===== src/rtl/ep_stat_pkg.sv =====
// Shared field positions and widths of the endpoint buffer status word.
// Assumes a 16-bit control word; bit positions are decoded by the host driver.
package ep_stat_pkg;
    localparam int WORD_W    = 16;
    localparam int VALID_BIT = 15;
    localparam int CLR_BIT   = 14;
    localparam int RDY_BIT   = 13;
    localparam int LEN_W     = 10;
    localparam int CNT_W     = 16;
endpackage


===== src/rtl/ep_pipe_slot.sv =====
// One pipe's record: valid flag, last received length and received-packet count.
// Assumes event strobes are already qualified with this pipe's index.
// Priority per cycle: accepted clear, then set, then drain.
module ep_pipe_slot #(
    parameter int LEN_W = 10,
    parameter int CNT_W = 16
) (
    input  logic             clk,
    input  logic             rst_n,
    input  logic             sw_rst,
    input  logic             dir_in,
    input  logic             cont,
    input  logic             trcnt_en,
    input  logic [CNT_W-1:0] trcnt_val,
    input  logic             rx_hit,
    input  logic             rx_full,
    input  logic             rx_short,
    input  logic [LEN_W-1:0] rx_len,
    input  logic             drain_hit,
    input  logic             wdone_hit,
    input  logic             commit_hit,
    input  logic             clear_hit,
    output logic             valid,
    output logic [LEN_W-1:0] len
);
    logic [CNT_W-1:0] pkt_cnt;
    logic [CNT_W-1:0] cnt_next;
    logic             cnt_reached;
    logic             out_rx;
    logic             out_set;
    logic             in_set;
    logic             set_flag;

    // Decide which events raise the flag for the current direction.
    always_comb begin
        cnt_next    = pkt_cnt + 1'b1;
        cnt_reached = trcnt_en && (cnt_next == trcnt_val);
        out_rx      = rx_hit && !dir_in;
        out_set     = out_rx && (rx_full || (rx_short && cont) || !cont || cnt_reached);
        in_set      = dir_in && (wdone_hit || commit_hit);
        set_flag    = out_set || in_set;
    end

    // Valid flag update with clear over set over drain.
    always_ff @(posedge clk) begin
        if (!rst_n || sw_rst)  valid <= 1'b0;
        else if (clear_hit)    valid <= 1'b0;
        else if (set_flag)     valid <= 1'b1;
        else if (drain_hit)    valid <= 1'b0;
    end

    // Length capture from received packets on an OUT pipe.
    always_ff @(posedge clk) begin
        if (!rst_n || sw_rst)  len <= '0;
        else if (clear_hit)    len <= '0;
        else if (out_rx)       len <= rx_len;
    end

    // Received-packet counter for counted transfers, restarting at the preset.
    always_ff @(posedge clk) begin
        if (!rst_n || sw_rst)           pkt_cnt <= '0;
        else if (clear_hit)             pkt_cnt <= '0;
        else if (out_rx && trcnt_en)    pkt_cnt <= cnt_reached ? '0 : cnt_next;
    end


    out_rise_needs_rx_chk: assert property (@(posedge clk) disable iff (!rst_n)
        ($rose(valid) && !dir_in && $past(!dir_in)) |-> $past(rx_hit));


    clear_empties_chk: assert property (@(posedge clk) disable iff (!rst_n)
        clear_hit |=> (!valid && len == '0));
endmodule


===== src/rtl/ep_cmd_decode.sv =====
// Decodes host writes into short-packet commits and gated buffer flushes.
// Assumes the selected pipe's direction and flag are given combinationally.
module ep_cmd_decode (
    input  logic clk,
    input  logic rst_n,
    input  logic sw_rst,
    input  logic reg_wr,
    input  logic cmd_valid,
    input  logic cmd_clr,
    input  logic sel_dir_in,
    input  logic sel_valid,
    output logic commit_ok,
    output logic clear_ok,
    output logic short_req,
    output logic clr_req
);
    logic clr_allowed;

    // Gate commands on direction and the selected pipe's flag.
    always_comb begin
        clr_allowed = sel_dir_in ? !sel_valid : sel_valid;
        commit_ok   = reg_wr && cmd_valid && sel_dir_in;
        clear_ok    = reg_wr && cmd_clr && clr_allowed;
    end

    // Register the accepted commands as request pulses.
    always_ff @(posedge clk) begin
        if (!rst_n || sw_rst) begin
            short_req <= 1'b0;
            clr_req   <= 1'b0;
        end else begin
            short_req <= commit_ok;
            clr_req   <= clear_ok;
        end
    end


    clr_from_write_chk: assert property (@(posedge clk) disable iff (!rst_n)
        clr_req |-> $past(reg_wr && cmd_clr));


    short_from_write_chk: assert property (@(posedge clk) disable iff (!rst_n)
        short_req |-> $past(reg_wr && cmd_valid && sel_dir_in));
endmodule


===== src/rtl/ep_port_ready.sv =====
// Port-ready flag: registered access permission, forced low for a cycle after
// any change of the selected pipe. Assumes access_ok describes the selected pipe.
module ep_port_ready #(
    parameter int SEL_W = 3
) (
    input  logic             clk,
    input  logic             rst_n,
    input  logic             sw_rst,
    input  logic [SEL_W-1:0] pipe_sel,
    input  logic             access_ok,
    output logic             port_rdy
);
    logic [SEL_W-1:0] sel_q;

    // Track the previous selection and register permission when it is settled.
    always_ff @(posedge clk) begin
        if (!rst_n || sw_rst) begin
            sel_q    <= '0;
            port_rdy <= 1'b0;
        end else begin
            sel_q    <= pipe_sel;
            port_rdy <= (pipe_sel == sel_q) && access_ok;
        end
    end


    sel_change_drop_chk: assert property (@(posedge clk) disable iff (!rst_n || sw_rst)
        (pipe_sel != $past(pipe_sel)) |=> !port_rdy);
endmodule


===== src/rtl/ep_buf_status.sv =====
// Top: per-pipe records, command decode, port-ready and readback assembly.
// Assumes events arrive as single-cycle strobes tagged with ev_pipe, and that
// host writes act on the pipe given by pipe_sel.
module ep_buf_status #(
    parameter int NUM_PIPES = 8,
    parameter int SEL_W     = $clog2(NUM_PIPES),
    parameter int LEN_W     = ep_stat_pkg::LEN_W,
    parameter int CNT_W     = ep_stat_pkg::CNT_W
) (
    input  logic                 clk,
    input  logic                 rst_n,
    input  logic                 sw_rst,
    input  logic [SEL_W-1:0]     pipe_sel,
    input  logic [NUM_PIPES-1:0] dir_in,
    input  logic [NUM_PIPES-1:0] cont,
    input  logic [NUM_PIPES-1:0] trcnt_en,
    input  logic [CNT_W-1:0]     trcnt_val,
    input  logic                 reg_wr,
    input  logic [15:0]          wr_data,
    output logic [15:0]          rd_data,
    input  logic [SEL_W-1:0]     ev_pipe,
    input  logic                 rx_stb,
    input  logic                 rx_full,
    input  logic                 rx_short,
    input  logic [LEN_W-1:0]     rx_len,
    input  logic                 drain_stb,
    input  logic                 wdone_stb,
    output logic                 short_req,
    output logic                 clr_req,
    output logic                 port_rdy
);
    import ep_stat_pkg::*;

    localparam int RSV_W = RDY_BIT - LEN_W;

    logic [NUM_PIPES-1:0] valid_vec;
    logic [LEN_W-1:0]     len_arr [NUM_PIPES];
    logic                 sel_valid;
    logic                 sel_dir;
    logic [LEN_W-1:0]     sel_len;
    logic                 commit_ok;
    logic                 clear_ok;
    logic                 access_ok;

    // Select the record shown on the port.
    always_comb begin
        sel_valid = valid_vec[pipe_sel];
        sel_dir   = dir_in[pipe_sel];
        sel_len   = len_arr[pipe_sel];
        access_ok = sel_dir ? !sel_valid : sel_valid;
    end

    // One record per pipe, with events routed by index.
    for (genvar p = 0; p < NUM_PIPES; p++) begin : g_pipe
        logic sel_me;
        logic ev_me;
        assign sel_me = (pipe_sel == SEL_W'(p));
        assign ev_me  = (ev_pipe == SEL_W'(p));

        ep_pipe_slot #(.LEN_W(LEN_W), .CNT_W(CNT_W)) u_slot (
            .clk        (clk),
            .rst_n      (rst_n),
            .sw_rst     (sw_rst),
            .dir_in     (dir_in[p]),
            .cont       (cont[p]),
            .trcnt_en   (trcnt_en[p]),
            .trcnt_val  (trcnt_val),
            .rx_hit     (rx_stb && ev_me),
            .rx_full    (rx_full),
            .rx_short   (rx_short),
            .rx_len     (rx_len),
            .drain_hit  (drain_stb && ev_me),
            .wdone_hit  (wdone_stb && ev_me),
            .commit_hit (commit_ok && sel_me),
            .clear_hit  (clear_ok && sel_me),
            .valid      (valid_vec[p]),
            .len        (len_arr[p])
        );
    end

    ep_cmd_decode u_cmd (
        .clk        (clk),
        .rst_n      (rst_n),
        .sw_rst     (sw_rst),
        .reg_wr     (reg_wr),
        .cmd_valid  (wr_data[VALID_BIT]),
        .cmd_clr    (wr_data[CLR_BIT]),
        .sel_dir_in (sel_dir),
        .sel_valid  (sel_valid),
        .commit_ok  (commit_ok),
        .clear_ok   (clear_ok),
        .short_req  (short_req),
        .clr_req    (clr_req)
    );

    ep_port_ready #(.SEL_W(SEL_W)) u_rdy (
        .clk       (clk),
        .rst_n     (rst_n),
        .sw_rst    (sw_rst),
        .pipe_sel  (pipe_sel),
        .access_ok (access_ok),
        .port_rdy  (port_rdy)
    );

    // Assemble the readback word; the clear bit and reserved bits read zero.
    always_comb begin
        rd_data = {sel_valid, 1'b0, port_rdy, {RSV_W{1'b0}}, sel_len};
    end


    len_write_ignored_chk: assert property (@(posedge clk) disable iff (!rst_n || sw_rst)
        (reg_wr && wr_data[15:14] == 2'b00 && wr_data[13:0] != '0 && !rx_stb)
        |=> (rd_data[LEN_W-1:0] == $past(rd_data[LEN_W-1:0])) || (pipe_sel != $past(pipe_sel)));


    sw_reset_clears_chk: assert property (@(posedge clk) disable iff (!rst_n)
        sw_rst |=> (valid_vec == '0 && !port_rdy && !clr_req && !short_req));
endmodule


===== config.mk =====
export PLATFORM = sky130hd
export DESIGN_NAME = ep_buf_status
export DESIGN_NICKNAME = d
export VERILOG_FILES = /design/src/rtl/ep_stat_pkg.sv /design/src/rtl/ep_pipe_slot.sv /design/src/rtl/ep_cmd_decode.sv /design/src/rtl/ep_port_ready.sv /design/src/rtl/ep_buf_status.sv
export SDC_FILE = /design/constraint.sdc
export NUM_CORES = 1
export LEC_CHECK = 0
export BUFFER_PORTS_ARGS = -buffer_cell sky130_fd_sc_hd__buf_4
export CAP_MARGIN = 20
export CORE_ASPECT_RATIO = 2
export CORE_MARGIN = 2
export CORE_UTILIZATION = 56
export CTS_BUF_LIST = sky130_fd_sc_hd__clkbuf_16
export CTS_CLUSTER_DIAMETER = 40
export DETAILED_ROUTE_END_ITERATION = 8
export HOLD_SLACK_MARGIN = 0.1
export PLACE_DENSITY = 0.83
export SLEW_MARGIN = 15
export SYNTH_ARGS = -nofsm -noshare
export SYNTH_HDL_FRONTEND = slang
export SYNTH_SLANG_ARGS = --single-unit

===== constraint.sdc =====
create_clock -name clk -period 2.8 [get_ports clk]
set_input_delay 0 -clock clk [delete_from_list [all_inputs] [get_ports clk]]
set_output_delay 0 -clock clk [all_outputs]
set_load 0.02 [all_outputs]

# ---- Yosys cells after proc, flatten, opt, wreduce, memory -nomap -nowiden
# Index checks and enable logic that the tools add are counted.
dict set report word_totals {
  ff_bits 222
  input_bits 81
  out_inout_bits 19
  word_cells 264
}
dict set report op_classes {
  n_addsub 8
  magnitude_cmp 2
  eq_ne 23
  mux 32
  bitwise 1
  reduce_logical 170
}
# cell count
set ops {}
lappend ops {{$add A16 B1 Y16 const B} 8}
lappend ops {{$eq A16 B16 Y1} 8}
lappend ops {{$mux W16} 8}
lappend ops {{$logic_and A1 B1 Y1} 93}
lappend ops {{$logic_or A1 B1 Y1} 41}
lappend ops {{$bmux W10 S3} 1}
lappend ops {{$eq A3 B3 Y1 const B} 8}
lappend ops {{$mux W10} 2}
lappend ops {{$mux W1} 19}
lappend ops {{$logic_not A1 Y1} 18}
lappend ops {{$reduce_bool A2 Y1} 8}
lappend ops {{$reduce_or A2 Y1} 8}
lappend ops {{$eq A3 B2 Y1 const B} 4}
lappend ops {{$bmux W1 S3} 2}
lappend ops {{$eq A3 B1 Y1 const B} 2}
lappend ops {{$logic_not A3 Y1} 2}
lappend ops {{$ge A4 B4 Y1 const B} 1}
lappend ops {{$lt A3 B4 Y1 const B} 1}
lappend ops {{$not A3 Y4} 1}
lappend ops {{$eq A3 B3 Y1} 1}

# ---- Logic depth before layout (Yosys ltp)
dict set report depth {
  word_depth 8
  depth_mapped 11
  mapped_depth_nobuf 9
}

# ---- Modules after synthesis
# Synthesis repeated with hierarchy kept, for this count alone.
dict set report unflattened {
  hier_cells 2145
  area_unflattened_um2 16174.3
}
# module n_inst cells_each area_each_um2 seq_area_each_um2
set by_module_without_submodules {}
lappend by_module_without_submodules {{ep_pipe_slot (g_pipe[0].u_slot ...)} 7 249 1848.0 540.5}
lappend by_module_without_submodules {{ep_pipe_slot (g_pipe[7].u_slot)} 1 252 1844.3 540.5}
lappend by_module_without_submodules {ep_buf_status 1 127 1156.1 0.0}
lappend by_module_without_submodules {ep_port_ready 1 13 152.6 80.1}
lappend by_module_without_submodules {ep_cmd_decode 1 10 85.1 40.0}

# ---- Least setup slack after synthesis
# OpenSTA, ideal clock, no wires.
dict set report synth_path {
  path_kind {register to register}
  from {register g_pipe[2].u_slot.pkt_cnt[0]}
  to {register g_pipe[2].u_slot.pkt_cnt[15]}
  setup_time_ns 0.122
  t_arrival_ns 2.730
  t_required_ns 2.678
  path_slack_ns -0.052
  path_stages_with_launch 11
  path_buffers 1
  period_less_slack_ns 2.852
  cell_sequence {dfxtp_1 -> ha_1 -> or3b_1 -> o211a_1 -> o32ai_1 -> nand4_2 -> or4_4 -> and2_4 -> buf_6 -> and3_1 -> a221o_1}
}
dict set report synth_between {
  elab_chain_len 4
}
# item line
set synth_lines {}
lappend synth_lines {{start: declaration} ep_pipe_slot.sv:26} ;# logic [CNT_W-1:0] pkt_cnt;
lappend synth_lines {{start signal: assignment} ep_pipe_slot.sv:63} ;# else if (out_rx && trcnt_en) pkt_cnt <= cnt_reached ? '0 : cnt_next;
lappend synth_lines {{$add A16 B1 Y16 (*)} ep_pipe_slot.sv:36} ;# cnt_next = pkt_cnt + 1'b1;
lappend synth_lines {{$eq A16 B16 Y1} ep_pipe_slot.sv:37} ;# cnt_reached = trcnt_en && (cnt_next == trcnt_val);
lappend synth_lines {{$logic_and A1 B1 Y1} ep_pipe_slot.sv:37}
lappend synth_lines {{$mux W16 (*)} ep_pipe_slot.sv:63}
# Every way passes the cells marked *; elsewhere a longest branch is shown, timed or not.
# A chain may end at the register's enable or synchronous reset.

# ---- Worst setup path in the final report
dict set report layout_path {
  from {register g_pipe[6].u_slot.pkt_cnt[0]}
  to {register g_pipe[6].u_slot.pkt_cnt[6]}
}
dict set report layout_between {
  elab_chain_len 4
}
# item line
set layout_lines {}
lappend layout_lines {{start: declaration} ep_pipe_slot.sv:26}
lappend layout_lines {{start signal: assignment} ep_pipe_slot.sv:63}
lappend layout_lines {{$add A16 B1 Y16 (*)} ep_pipe_slot.sv:36}
lappend layout_lines {{$eq A16 B16 Y1} ep_pipe_slot.sv:37}
lappend layout_lines {{$logic_and A1 B1 Y1} ep_pipe_slot.sv:37}
lappend layout_lines {{$mux W16 (*)} ep_pipe_slot.sv:63}
# Marks and branches as above.

==> impl_metrics.yaml <==
power:
  p_leak_uw: 0.00624
  ir_drop_uv: 508
  powerDensity_nw_per_um2: 410
timing:
  maxSlewViolCount: 0
  holdWs_ns: 0.166
  worstMarginPinSlew_ns: 0.902
  min_period_ns: 2.86
  setup_viol: 15
  layout_setup_ws_ns: -0.0605
  relSlewSlack_pct: 39.7
  hold_viol_final: 0
  fin_skew_ns: 0.0160
  period_share_pct: 102
  setup_tns_ns: -0.495
  fmax_ghz: 0.350
clocking:
  htree_num_levels: 1
  cts_buffer_depth: 3
  cts_root_buf: "clkbuf_16"
  cts_tree: "built"
  clock-sinks: 222
  cts_buffers: 23
  clock_latency_ns: 0.55
  path_clk_slew_ns: 0.08
critical_path:
  reg2reg_depth: 10
  worstSetupEndpointType: "flip-flop"
  cp-start-kind: "flip-flop"
  cp.arrival_ns: 3.29
  crit_start: "g_pipe[6].u_slot.pkt_cnt[0]"
  path_class: "reg2reg"
  worstReg2RegEnd: "g_pipe[6].u_slot.pkt_cnt[6]"
  worstPathRequired_ns: 3.23
  cp-endpoint: "g_pipe[6].u_slot.pkt_cnt[6]"
  critical_path.reg2reg.startpoint: "g_pipe[6].u_slot.pkt_cnt[0]"
  rrSetupSlack_ns: -0.06
  crit_fanout: 11
floorplanning:
  fp-row-count: 84
  die_w_um: 119
  fp.dieH_um: 235
  start_util_pct: 56.7
  core_region_area_um2: 26300
  fp.dieArea_um2: 28000
  ios: 100
final_layout:
  diodes: 0
  syn_to_final_growth_pct: 19.8
  nFillCells: 2035
  multi_input_area_um2: 9780
  layout.area.seq_um2: 4460
  layout.nets: 2112
  finish.utilization_pct: 67.9
  drive_gt1_share_pct: 19.0
grt:
  first_global_vias: 15657
  grt_max_degree: 31
  grt_antenna_before_repair: 0
  grt_overflow: 0
  grt_pass1_wl_um: 80400
  track_usage_pct: 35.9
routing:
  drt_wl_total_um: 51800
  maxUsedRoutingLayer: "met4"
  wl_met2_um: 25500
  wl_per_cell_um: 21.7
  wirelength_met1_um: 16200
  wl_met3_um: 4290
  firstDrtPassIters: 5
  dr_total_vias: 15588
  vias_per_cell: 6.54
  first_iter_violations: 1398
  drt.antenna.violating_nets: 0
  drcViolationCount: 0
synthesis:
  synth.distinct_cells: 92
  yosys_warnings: 0
  synth_edf_count: 0
  ys_seq_area_share_pct: 29.8
  yosys.area_share.simple_pct: 28.6
  ys.flop_type: "dfxtp_1"
  ys_ff_latch: 222
  muxShareOfSynthArea_pct: 8.79
  ys_async_sr_fraction_pct: 0
  avgSynthCellArea_um2: 7.90
  syn_inst: 1885
  synth-compound-area-share_pct: 14.1
  syn_area_um2: 14900
  synth-adder-area-share_pct: 0.672
  synth_xor_xnor_area_share_pct: 12.2
  synth_top_family_by_area: "simple AND/OR/NAND/NOR gates"
job:
  cap_violations: 0
place:
  dp_hpwl_um: 34000
  gp_congestion: 1.02
  io_buffers: 81
run_status:
  violations: "setup timing"
  status: "finished with violations"
worst_hold_path:
  hold_path_class: "in2reg"
[per-layer routing]
layer / vias up / track usage, %
met5: - / 0
met4: 0 / 33.2
met3: 398 / 5.95
met2: 934 / 63.2
met1: 7280 / 35.0
li1: 6976 / -
[where the power goes]
part / internal, uW / leakage (uW) / total, uW / switching (uW)
Clock: 1910 / 0.000409 / 3360 / 1450
Combinational: 316 / 0.00404 / 794 / 478
Sequential: 3170 / 0.00179 / 3170 / 7.49
[worst min path at each step]
stage	start	slack (ns)	cells after the start	endpoint
2_1_floorplan	wr_data[15]	0.13	2	u_cmd.short_req
3_3_place_gp	wr_data[15]	0.27	3	u_cmd.short_req
3_5_place_dp	wr_data[15]	0.27	3	u_cmd.short_req
4_1_cts	rx_short	0.12	5	g_pipe[4].u_slot.valid
5_1_grt	rx_short	0.21	4	g_pipe[7].u_slot.valid
6_report	rx_short	0.17	4	g_pipe[7].u_slot.valid
[synthesized netlist by cell type (51+ instances only)]
master	number	area (um2)
a21oi_1	102	510
buf_2	56	280
clkbuf_1	80	300
dfxtp_1	222	4440
mux2i_1	61	611
nand2_1	250	938
nand3_1	102	510
nand4_1	51	319
nor2_1	159	597
nor3_1	55	275
o21ai_0	57	285
xnor2_1	128	1120
xor2_1	77	674
[state kept, by name (all words and copies together) (netlist names)]
register	flops
g_pipe.u_slot.pkt_cnt	128
g_pipe.u_slot.len	80
g_pipe.u_slot.valid	8
u_rdy.sel_q	3
u_cmd.clr_req	1
u_cmd.short_req	1
u_rdy.port_rdy	1
[metrics by stage]
step / instances / worst slack [ns] / instance area, um2 / power, uW
CTS: 2378 / 0.0321 / 17600 / 7290
finish: 2384 / -0.0605 / 17800 / 7330
floorplan: 1888 / 0.0274 / 14900 / 3660
global placement: 2277 / 0.0732 / 16200 / 3900
detailed placement: 2277 / -0.0187 / 16200 / 3920
global route: 2384 / -0.130 / 17800 / 7480
[cells in the final DEF, fill, tap and decap left out, types with 24 or more instances in the layout]
cell type	synthesis	layout
xnor2_1	128	128
dlygate4sd3_1	0	57
buf_4	9	219
nand2_1	250	250
nand3_1	102	100
a31oi_1	27	27
mux4_2	24	24
nor3_1	55	52
dfxtp_1	222	210
xor2_1	77	76
nand4_1	51	51
nor2_1	159	158
inv_1	23	27
o21ai_0	57	57
mux2i_1	61	61
a21oi_1	102	102
or3_1	29	28
[cell families after synthesis]
| group | Yosys count |
|---|---|
| buf+inv | 193 |
| other cells | 1 |
| compound gates | 322 |
| simple gates | 834 |
| xor+xnor | 206 |
| flops | 222 |
| fa+ha+maj | 8 |
| mux | 99 |
[cell type report]
| type | count | share of cell area (%) |
|---|---|---|
| clock buffer | 23 | 3.23 |
| clock inverter | 19 | 1.34 |
| inverter | 23 | 0.484 |
| multi-input combinational | 1473 | 54.8 |
| sequential | 222 | 25.0 |
| tap | 344 | 2.41 |
| timing repair buffer | 280 | 12.8 |
[critical path, cell delays in order, from the launching register on]
cell and delay, ns:
dfxtp_2 0.39, ha_2 0.30, xnor2_1 0.17, o211ai_1 0.13, a2111oi_1 0.51, o211ai_1 0.24
nor4_1 0.29, and4_1 0.25, buf_4 0.20, a211oi_1 0.06, a31o_2 0.21
[timing repair]
action | CTS | global route
buffers inserted | 2 | 6
gates resized for setup | 1 | 43
hold buffers | 57 | 0
endpoints found under the hold margin | 136 | 0
pin swaps | 1 | 12
setup endpoints to repair | 3 | 95
No activity file was read; power rests on OpenSTA's default activity.
